<file path="src/rtl/syn_prog_pkg.sv">
package syn_prog_pkg;

    localparam int SHIFT_W   = 32;
    localparam int CNT_W     = 6;
    localparam int SHORT_LEN = 24;
    localparam int LONG_LEN  = 32;

    typedef enum logic [2:0] {
        KIND_NONE,
        KIND_SHORT,
        KIND_LONG,
        KIND_PRESC,
        KIND_AUX,
        KIND_REF
    } word_kind_t;

    typedef struct packed {
        logic [2:0]  frac_inc;
        logic [11:0] cnt_first;
        logic [7:0]  cnt_second;
        logic [3:0]  cnt_last_sum;
        logic [7:0]  gain_code;
        logic [3:0]  int_gain;
        logic [1:0]  prop_shift;
        logic [1:0]  modulus_sel;
        logic [11:0] ref_div;
        logic [1:0]  main_tap;
        logic        main_off;
        logic [1:0]  aux_tap;
        logic        aux_off;
        logic        frac_mod8;
        logic        long_mode;
        logic [11:0] aux_div;
    } work_regs_t;

    typedef struct packed {
        logic [3:0] cnt_last_sum;
        logic [7:0] gain_code;
        logic [3:0] int_gain;
        logic [1:0] prop_shift;
        logic [1:0] modulus_sel;
    } stage_regs_t;

endpackage

</file>
<file path="src/rtl/prog_sync.sv">
module prog_sync #(
    parameter int STAGES = 2,
    parameter int W      = 3
) (
    input  logic         clk,
    input  logic         rst_n,
    input  logic [W-1:0] din,
    output logic [W-1:0] dout
);
    logic [STAGES-1:0][W-1:0] chain_d, chain_q;

    assign chain_d[0] = din;

    generate
        for (genvar g = 1; g < STAGES; g++) begin : g_stage
            assign chain_d[g] = chain_q[g-1];
        end
    endgenerate

    always_ff @(posedge clk or negedge rst_n) begin
        if (!rst_n) chain_q <= '0;
        else        chain_q <= chain_d;
    end

    assign dout = chain_q[STAGES-1];
endmodule

</file>
<file path="src/rtl/prog_shifter.sv">
module prog_shifter
    import syn_prog_pkg::*;
(
    input  logic               clk,
    input  logic               rst_n,
    input  logic               bit_rise,
    input  logic               bit_val,
    input  logic               hold,
    input  logic               clr,
    output logic [SHIFT_W-1:0] sr,
    output logic [CNT_W-1:0]   cnt
);
    localparam logic [CNT_W-1:0] CNT_MAX = '1;

    typedef struct packed {
        logic [SHIFT_W-1:0] sr;
        logic [CNT_W-1:0]   cnt;
    } sh_t;

    sh_t sh_d, sh_q;

    always_comb begin
        sh_d = sh_q;
        if (clr) begin
            sh_d.cnt = '0;
        end else if (bit_rise && !hold) begin
            // new bit enters at the top: the last bit of a frame ends at bit 31
            sh_d.sr = {bit_val, sh_q.sr[SHIFT_W-1:1]};
            if (sh_q.cnt != CNT_MAX) sh_d.cnt = sh_q.cnt + 1'b1;
        end
    end

    always_ff @(posedge clk or negedge rst_n) begin
        if (!rst_n) sh_q <= '0;
        else        sh_q <= sh_d;
    end

    assign sr  = sh_q.sr;
    assign cnt = sh_q.cnt;

    AST_HOLD_NO_SHIFT: assert property (@(posedge clk) disable iff (!rst_n)
        hold |=> $stable(sr));
    AST_HOLD_NO_COUNT: assert property (@(posedge clk) disable iff (!rst_n)
        (hold && !clr) |=> $stable(cnt));
endmodule

</file>
<file path="src/rtl/prog_decode.sv">
module prog_decode
    import syn_prog_pkg::*;
(
    input  logic [3:0]       prefix,
    input  logic [CNT_W-1:0] cnt,
    input  logic             long_mode,
    output word_kind_t       kind
);
    localparam logic [CNT_W-1:0] LEN_S = CNT_W'(SHORT_LEN);
    localparam logic [CNT_W-1:0] LEN_L = CNT_W'(LONG_LEN);

    always_comb begin
        kind = KIND_NONE;
        if (cnt == LEN_S) begin
            if (!prefix[3]) begin
                kind = long_mode ? KIND_NONE : KIND_SHORT;
            end else begin
                unique case (prefix)
                    4'b1010: kind = KIND_REF;
                    4'b1000: kind = KIND_PRESC;
                    4'b1001: kind = KIND_AUX;
                    default: kind = KIND_NONE;
                endcase
            end
        end else if (cnt == LEN_L && !prefix[3] && long_mode) begin
            kind = KIND_LONG;
        end
    end
endmodule

</file>
<file path="src/rtl/syn_prog_if.sv">
module syn_prog_if
    import syn_prog_pkg::*;
#(
    parameter int SYNC_STAGES = 2
) (
    input  logic        clk,
    input  logic        rst_n,
    input  logic        ser_clk,
    input  logic        ser_data,
    input  logic        ser_stb,
    output logic [2:0]  frac_inc,
    output logic [11:0] cnt_first,
    output logic [7:0]  cnt_second,
    output logic [3:0]  cnt_last_sum,
    output logic [7:0]  gain_code,
    output logic [3:0]  int_gain,
    output logic [1:0]  prop_shift,
    output logic [1:0]  modulus_sel,
    output logic [11:0] ref_div,
    output logic [1:0]  main_tap,
    output logic        main_off,
    output logic [1:0]  aux_tap,
    output logic        aux_off,
    output logic        frac_mod8,
    output logic        long_mode,
    output logic [11:0] aux_div,
    output logic        speedup
);
    typedef struct packed {
        work_regs_t  w;
        stage_regs_t stg;
        logic        pend;
        logic        spd;
        logic        clk_prev;
        logic        stb_prev;
    } st_t;

    st_t q, nx;

    logic [2:0]         bus_s;
    logic               clk_rise, stb_rise, stb_lvl;
    logic [SHIFT_W-1:0] sr;
    logic [CNT_W-1:0]   cnt;
    word_kind_t         kind;
    logic               commit_freq, commit_presc, commit_ref, commit_none;

    prog_sync #(.STAGES(SYNC_STAGES), .W(3)) u_sync (
        .clk  (clk),
        .rst_n(rst_n),
        .din  ({ser_stb, ser_data, ser_clk}),
        .dout (bus_s)
    );

    assign stb_lvl  = bus_s[2];
    assign clk_rise = bus_s[0] & ~q.clk_prev;
    assign stb_rise = bus_s[2] & ~q.stb_prev;

    prog_shifter u_shift (
        .clk     (clk),
        .rst_n   (rst_n),
        .bit_rise(clk_rise),
        .bit_val (bus_s[1]),
        .hold    (stb_lvl),
        .clr     (stb_rise),
        .sr      (sr),
        .cnt     (cnt)
    );

    prog_decode u_dec (
        .prefix   (sr[SHIFT_W-1 -: 4]),
        .cnt      (cnt),
        .long_mode(q.w.long_mode),
        .kind     (kind)
    );

    always_comb begin
        nx           = q;
        nx.clk_prev  = bus_s[0];
        nx.stb_prev  = bus_s[2];
        commit_freq  = 1'b0;
        commit_presc = 1'b0;
        commit_ref   = 1'b0;
        commit_none  = 1'b0;
        if (stb_rise) begin
            unique case (kind)
                KIND_SHORT, KIND_LONG: begin
                    commit_freq     = 1'b1;
                    nx.w.frac_inc   = sr[30:28];
                    nx.w.cnt_first  = sr[27:16];
                    nx.w.cnt_second = sr[15:8];
                    if (q.pend) begin
                        nx.w.cnt_last_sum = q.stg.cnt_last_sum;
                        nx.w.gain_code    = q.stg.gain_code;
                        nx.w.int_gain     = q.stg.int_gain;
                        nx.w.prop_shift   = q.stg.prop_shift;
                        nx.w.modulus_sel  = q.stg.modulus_sel;
                        nx.pend           = 1'b0;
                    end
                    if (kind == KIND_LONG) nx.w.gain_code = sr[7:0];
                    nx.spd = 1'b1;
                end
                KIND_PRESC: begin
                    commit_presc         = 1'b1;
                    nx.stg.cnt_last_sum  = sr[27:24];
                    nx.stg.gain_code     = sr[23:16];
                    nx.stg.int_gain      = sr[15:12];
                    nx.stg.prop_shift    = sr[11:10];
                    nx.stg.modulus_sel   = sr[9:8];
                    nx.pend              = 1'b1;
                end
                KIND_AUX: begin
                    nx.w.aux_div = sr[27:16];
                end
                KIND_REF: begin
                    commit_ref     = 1'b1;
                    nx.w.ref_div   = sr[27:16];
                    nx.w.main_tap  = sr[15:14];
                    nx.w.main_off  = sr[13];
                    nx.w.aux_tap   = sr[12:11];
                    nx.w.aux_off   = sr[10];
                    nx.w.frac_mod8 = sr[9];
                    nx.w.long_mode = sr[8];
                end
                default: commit_none = 1'b1;
            endcase
        end
        if (!stb_lvl) nx.spd = 1'b0;
    end

    always_ff @(posedge clk or negedge rst_n) begin
        if (!rst_n) begin
            q            <= '0;
            q.w.main_off <= 1'b1;
            q.w.aux_off  <= 1'b1;
        end else begin
            q <= nx;
        end
    end

    assign frac_inc     = q.w.frac_inc;
    assign cnt_first    = q.w.cnt_first;
    assign cnt_second   = q.w.cnt_second;
    assign cnt_last_sum = q.w.cnt_last_sum;
    assign gain_code    = q.w.gain_code;
    assign int_gain     = q.w.int_gain;
    assign prop_shift   = q.w.prop_shift;
    assign modulus_sel  = q.w.modulus_sel;
    assign ref_div      = q.w.ref_div;
    assign main_tap     = q.w.main_tap;
    assign main_off     = q.w.main_off;
    assign aux_tap      = q.w.aux_tap;
    assign aux_off      = q.w.aux_off;
    assign frac_mod8    = q.w.frac_mod8;
    assign long_mode    = q.w.long_mode;
    assign aux_div      = q.w.aux_div;
    assign speedup      = q.spd;

    AST_SPD_DROP: assert property (@(posedge clk) disable iff (!rst_n)
        !stb_lvl |=> !speedup);
    AST_SPD_SOURCE: assert property (@(posedge clk) disable iff (!rst_n)
        $rose(speedup) |-> $past(commit_freq));
    AST_PRESC_STAGED: assert property (@(posedge clk) disable iff (!rst_n)
        commit_presc |=> ($stable(gain_code) && $stable(int_gain) && $stable(modulus_sel)));
    AST_OFF_ONLY_REF: assert property (@(posedge clk) disable iff (!rst_n)
        !commit_ref |=> ($stable(main_off) && $stable(aux_off)));
    AST_DISCARD_HOLD: assert property (@(posedge clk) disable iff (!rst_n)
        commit_none |=> $stable(q.w));
endmodule

</file>
<file path="config.mk">
export PLATFORM = sky130hd
export DESIGN_NAME = syn_prog_if
export DESIGN_NICKNAME = d
export VERILOG_FILES = /design/src/rtl/syn_prog_pkg.sv /design/src/rtl/prog_sync.sv /design/src/rtl/prog_shifter.sv /design/src/rtl/prog_decode.sv /design/src/rtl/syn_prog_if.sv
export SDC_FILE = /design/constraint.sdc
export NUM_CORES = 1
export LEC_CHECK = 0
export ABC_CLOCK_PERIOD_IN_PS = 6000
export BUFFER_PORTS_ARGS = -buffer_cell sky130_fd_sc_hd__buf_2
export CAP_MARGIN = 10
export CORE_MARGIN = 2
export CORE_UTILIZATION = 55
export CTS_BUF_LIST = sky130_fd_sc_hd__clkbuf_8
export DETAILED_ROUTE_END_ITERATION = 10
export GPL_ROUTABILITY_DRIVEN = 0
export GPL_TIMING_DRIVEN = 0
export PLACE_DENSITY = 0.86
export RECOVER_POWER = 100
export SLEW_MARGIN = 25
export SYNTH_ARGS = -nofsm -noshare
export SYNTH_HDL_FRONTEND = slang
export SYNTH_SLANG_ARGS = --single-unit
</file>
<file path="constraint.sdc">
create_clock -name clk -period 6 [get_ports clk]
set_clock_uncertainty 0.2 [all_clocks]
set_input_delay 0.3 -clock clk [delete_from_list [all_inputs] [get_ports clk]]
set_output_delay 0.3 -clock clk [all_outputs]
set_load 0.05 [all_outputs]
</file>
* After elaboration in Yosys (flattened, before gate mapping) *
Index checks and enable logic that the tools add are counted.

word-level totals
  register bits after elaboration = 143
  output and inout port bits = 76
  logic and storage cells = 82
  input port bits = 5

operators by class
  reductions and logical operators = 20
  bitwise logic cells = 5
  $add $sub $neg = 1
  equality and inequality tests = 13
  mux-type cells = 14

operators by type and width
  operator             number
  $mux 6               3
  $mux 16              1
  $reduce_and 2->1     8
  $eq 4x4->1 const B   3
  $pmux 3 s3           1
  $mux 8               1
  $reduce_bool 2->1    4
  $add 6x1->6 const B  1
  $eq 3x2->1 const B   2
  $eq 3x3->1 const B   2
  $eq 6x5->1 const B   1
  $eq 6x6->1 const B   1
  $mux 3               2
  $ne 6x6->1 const B   1
  $reduce_and 3->1     2
  $mux 1               4
  $ne 2x2->1 const B   2
  $eq 3x1->1 const B   1
  $logic_and 1x1->1    3
  $not 1->1            3
  $and 1x1->1          2
  $logic_not 1->1      2
  $mux 2               1
  $pmux 1 s2           1
  $reduce_or 2->1      1

* Longest topological paths before layout *
  depth after elaboration = 10
  depth in mapped cells = 9

* Hierarchy *
Synthesis repeated with hierarchy kept, for this count alone.

second synthesis, totals
  cell total of the unflattened synthesis = 435
  area, all modules = 6,307.3 µm²

by module, submodules not included
  module        cells each  area an instance (µm²)  seq. area each (µm²)  times used
  syn_prog_if   309         4,485.6                 2,479.9               1
  prog_shifter  107         1,575.3                 950.9                 1
  prog_sync     6           150.1                   150.1                 1
  prog_decode   13          96.3                    0.0                   1

* Worst setup path after synthesis *
No wires, ideal clock.

  path kind = reg2reg
  from = register q (netlist bit long_mode)
  to = register q (netlist bit cnt_last_sum[0])
  cell stages (with the launch flop) = 8
  library setup time = 125 ps
  arrival = 2,171 ps
  path buffers = 2
  path slack = 3,504 ps
  cell sequence = dfrtp_1 nand3b_1 nor4_1 o211a_1 buf_6 and2_4 buf_6 mux2_4

on the way
  word-level cells in the longest chain between the ends = 6
  elaborated cells between the ends (all ways) = 9
  those cells by class = eq/ne (2); mux (4); reduce/logical (3)

ends and longest elaborated chain
  item                                                line                                  text
  from (decl)                                         syn_prog_if.sv:38                     st_t q, nx;
  from (signal assigned)                              syn_prog_if.sv:136                    q <= nx;
  $mux 1 / $logic_and 1x1->1 (equally long branches)  prog_decode.sv:16, prog_decode.sv:25
  $mux 3 / $mux 2 (equally long branches)             prog_decode.sv:15, prog_decode.sv:25
  $mux 3 (*)                                          prog_decode.sv:14                     if (cnt == LEN_S) begin
  $eq 3x2->1 / $eq 3x1->1 (equally long branches)     syn_prog_if.sv:85                     unique case (kind)
  $reduce_or 2->1 (*)                                 syn_prog_if.sv:85
  $reduce_and 3->1 (no line) (*)                      --

Mark *: on every way between the ends. The rest lies on a longest branch, timed or not.
A chain may end at the register's enable or synchronous reset.

* Worst setup path after layout *
  from = register u_shift.sh_q (netlist bit u_shift.cnt[0])
  to = register q (netlist bit cnt_last_sum[0])

on the way
  word-level cells in the longest chain between the ends = 8
  elaborated cells between the ends (all ways) = 10
  those cells by class = eq/ne (4); mux (2); reduce/logical (4)

ends and longest elaborated chain
  item                                             line                text
  from (decl)                                      prog_shifter.sv:20  sh_t sh_d, sh_q;
  from (signal assigned)                           prog_shifter.sv:34  if (!rst_n) sh_q <= '0;
  from (signal assigned)                           prog_shifter.sv:35  else sh_q <= sh_d;
  $eq 6x6->1                                       prog_decode.sv:25   end else if (cnt == LEN_L && !prefix[3] && long_mode) begin
  $logic_and 1x1->1 (2 in series)                  prog_decode.sv:25
  $mux 2                                           prog_decode.sv:25
  $mux 3 (*)                                       prog_decode.sv:14
  $eq 3x2->1 / $eq 3x1->1 (equally long branches)  syn_prog_if.sv:85
  $reduce_or 2->1 (*)                              syn_prog_if.sv:85
  $reduce_and 3->1 (no line) (*)                   --

Marked as above.

==> impl_summary.md <==
Die
The core region is 10800 um^2. The die covers 12000 um^2. In this run the core area contains 38 standard-cell rows. a little over 80 I/O pins were placed.

The horizontal die dimension is 109 um. The die is approximately 110 um tall. The initial core utilization is 0.564.

Route
In this run, the number of DRC markers left after iteration 0 of detailed routing was 175. The routed via count is 3586. The remaining routing DRC violations is 0. After detailed routing, the number of vias per cell comes to 5.12. The number of detailed-route iterations in the first pass is 4.

The number of antenna-violating nets in the routed design is 0. Dividing the detail-routed wire length by the instance count gives 16.3 um. After detailed routing, the total wire length is 11.4 mm.

Global route
The first global-routing pass estimated 18.5 mm of wire. The initial antenna violation count was 0. Entering global routing, the biggest net connects 81 pins. After global routing the overflow that remains totals 0. The via count of the first global-routing pass is 3681. For this run, the total global-route usage over all layers was measured as 0.206.

Placed design
The worst slack at placement is 3280 ps. The quantity of I/O buffers inserted on ports is 80. The number of placed instances, taps included, is 664.

Detailed placement ended at an HPWL of 7.63 mm.

Layout
The net count of the finished layout is roughly 550. 0 antenna diodes ended up in the layout. The filler-free cell count of the finished design is 700. The proportion of layout cells with a drive suffix above 1 is 0.395. The synthesis-to-layout area growth is 14.3%.

The number of fillers in the final layout is between 800 and 900.

Synthesis
The total standard cell area after synthesis is 6120 um^2. The share of async-settable or async-resettable flops after synthesis is 1.00. The post-synth net total is 450. Of the post-synthesis cell area, the dominant cell type holds 0.577. The flip-flop and latch count after synthesis is 143.

Yosys attributes the largest share of cell area to dfrtp_1 (58%), mux2_2 (20%), buf_4 (8.7%). The number of synthesized flops with an enable pin is 0. The synthesized area per cell is 13.8 um^2. The library cell occupying the most area in the post-synthesis netlist is dfrtp_1. The count of cell types in the netlist is 39. The part of the Yosys area used for sequential elements is 0.586. The most used flip-flop cell after synthesis is dfrtp_1. For this run, the number of Yosys warnings is 0. dfrtp_1 is the most common cell in the netlist. Ranked by instance count, the synthesized netlist is headed by dfrtp_1 (141), mux2_2 (109), buf_4 (71), o21ai_0 (16), nand2_1 (12). Synthesis produced a netlist whose cell count is 443.

Timing
The worst relative slew slack is 0.439. In the finished design, the share of the clock period the worst path needs comes to 0.554. The final hold violation count is 0. The upper clock frequency limit is around 0.30 GHz.

For the pin with the worst max-slew slack, the measured transition is 841 ps. The worst hold slack across all endpoints is 158 ps. The worst path setup slack after routing is about 2700 ps.

Setup repair after global routing left no endpoint under its margin. The number of slew-limit violations in the final report is 0. The routed design could run at a clock period as short as 3320 ps.

The number of failing setup endpoints in the final timing report is 0. The summed negative setup slack over all endpoints is 0 ps.

Worst hold path
The startpoint identified for the worst hold timing path is u_sync.chain_d[3]. The type of the most critical hold path is register to register. The worst hold path was traced through 0 stages.

Pwr
Of the total power, combinational logic draws 0.045. The switching power of the nets is about 0.44 mW. The net switching share of the total power is 0.234.

The power density over cell area is 267 nW/um^2. Overall power consumption after layout is estimated at roughly 1.9 mW. The clock network fraction of design power is 0.397. The share of total power dissipated in sequential elements is 0.558. The worst-case IR drop observed on VDD is 180 uV.

The total internal power is 1.43 mW. In this run the static leakage power is 3.54 nW.

Clocking
The maximum buffer depth of the clock tree is 2. The post-CTS repair timing setup buffer count is 0. The clock drives 143 sinks. Clock-pin slew was measured on the worst setup and hold paths at 70 ps. TritonCTS built the clock tree. The cell at the root of the clock tree is clkbuf_8. Counting the buffers created by CTS gives 17. The H-tree was split into 4 levels. For this design, the CTS-stage hold fixing added 4 buffers. For the worst-skew pair, the clock arrives at the later sink with an insertion delay of between 400 and 500 ps.

In this run, post-CTS repair resized a total of 0 instances.

Setup path
STA puts the critical path data required time at 6130 ps. The most critical setup path has its startpoint at u_shift.cnt[0]. Data on the critical path arrives at its endpoint at 3450 ps.

STA classifies the critical path startpoint as a register. The largest fanout on the critical path is 10. The startpoint identified for the worst register-to-register timing path is u_shift.cnt[0]. Counting cells, the worst reg-to-reg path comes to 9. By startpoint and endpoint, the worst setup path is classified as register to register.

STA classifies the critical path endpoint as a register.

Run status
The flow ran to the end, and the final reports show no timing, DRC or antenna violations.

Run
The max capacitance violation total is 0.
## state kept, by name, summed over array words and instances (netlist names), 4 cells and up
| signal | flops |
|---|---|
| aux_div | 12 |
| cnt_first | 12 |
| cnt_last_sum | 4 |
| cnt_second | 8 |
| gain_code | 8 |
| int_gain | 4 |
| q | 23 |
| ref_div | 12 |
| u_shift.cnt | 6 |
| u_shift.sr | 32 |
## layer usage
metal | up-vias | share of wire | global-route usage
met5 | - | 0 | 0
met3 | 19 | 0.045 | 0.0581
met2 | 78 | 0.50 | 0.322
met4 | 0 | 0.017 | 0.0967
met1 | 1845 | 0.43 | 0.268
li1 | 1644 | - | -
## placed cells by master (no fill, tap or decap), drive strengths merged, types with 3 or more instances in the layout
| cell type | instances |
|---|---|
| nor2 | 11 |
| inv | 13 |
| dfrtp | 141 |
| buf | 77 |
| dlygate4sd3 | 4 |
| clkbuf | 112 |
| clkinvlp | 3 |
| mux2 | 119 |
| nand3 | 10 |
| nand2b | 3 |
| o21ai | 16 |
| nand2 | 12 |
| clkinv | 5 |
| xnor2 | 3 |
## per-stage QoR
step | util | instance area, um^2
global route | 0.645 | 6990
floorplan | - | 6120
finish | 0.645 | 6990
detailed placement | 0.621 | 6730
global placement | 0.617 | 6690
CTS | 0.661 | 7160
## critical path, stage by stage, from the launching register on
cell and delay, ps:
dfrtp_1 420, inv_1 80, ha_1 190, nand2b_1 80, nor4_1 350, o211a_1 220, clkbuf_1 400, and2_0 300
clkbuf_1 570, mux2_1 400
## power by group through the flow
stage | combinational, mW | clock (mW) | sequential [mW]
after global placement | 0.0749 | 0 | 1.05
final | 0.0840 | 0.742 | 1.04
after detailed placement | 0.0834 | 0 | 1.06
after global routing | 0.0933 | 0.804 | 1.05
after CTS | 0.0862 | 0.763 | 1.04
after floorplan | 0.0517 | 0 | 1.04
## cell type report
cell class,count,area (um^2),area share
well taps,140,175,0.0250
clock inverters,12,119,0.0170
repair buffers,85,383,0.0548
clock buffers,20,275,0.0394
inverters,11,41.3,0.00590
flip-flops and latches,143,3580,0.512
multi-input cells,201,1820,0.261
plain buffers,88,597,0.0853
## logic make-up after synthesis
kind of cell / share of synthesized area
flops: 0.586
mux: 0.225
buf+inv: 0.108
simple gates: 0.0456
compound gates: 0.0246
xor+xnor: 0.00716
fa+ha+maj: 0.00409
## worst paths after layout
check                                   to  slack, ps
min in group asynchronous    cnt_second[3]        230
min reg2reg                 u_sync.dout[0]        160
max in group asynchronous          aux_off       4640
max reg2reg                cnt_last_sum[0]       2680
min                         u_sync.dout[0]        160
max                        cnt_last_sum[0]       2680
Note: power is estimated with default switching activity, not from simulation.
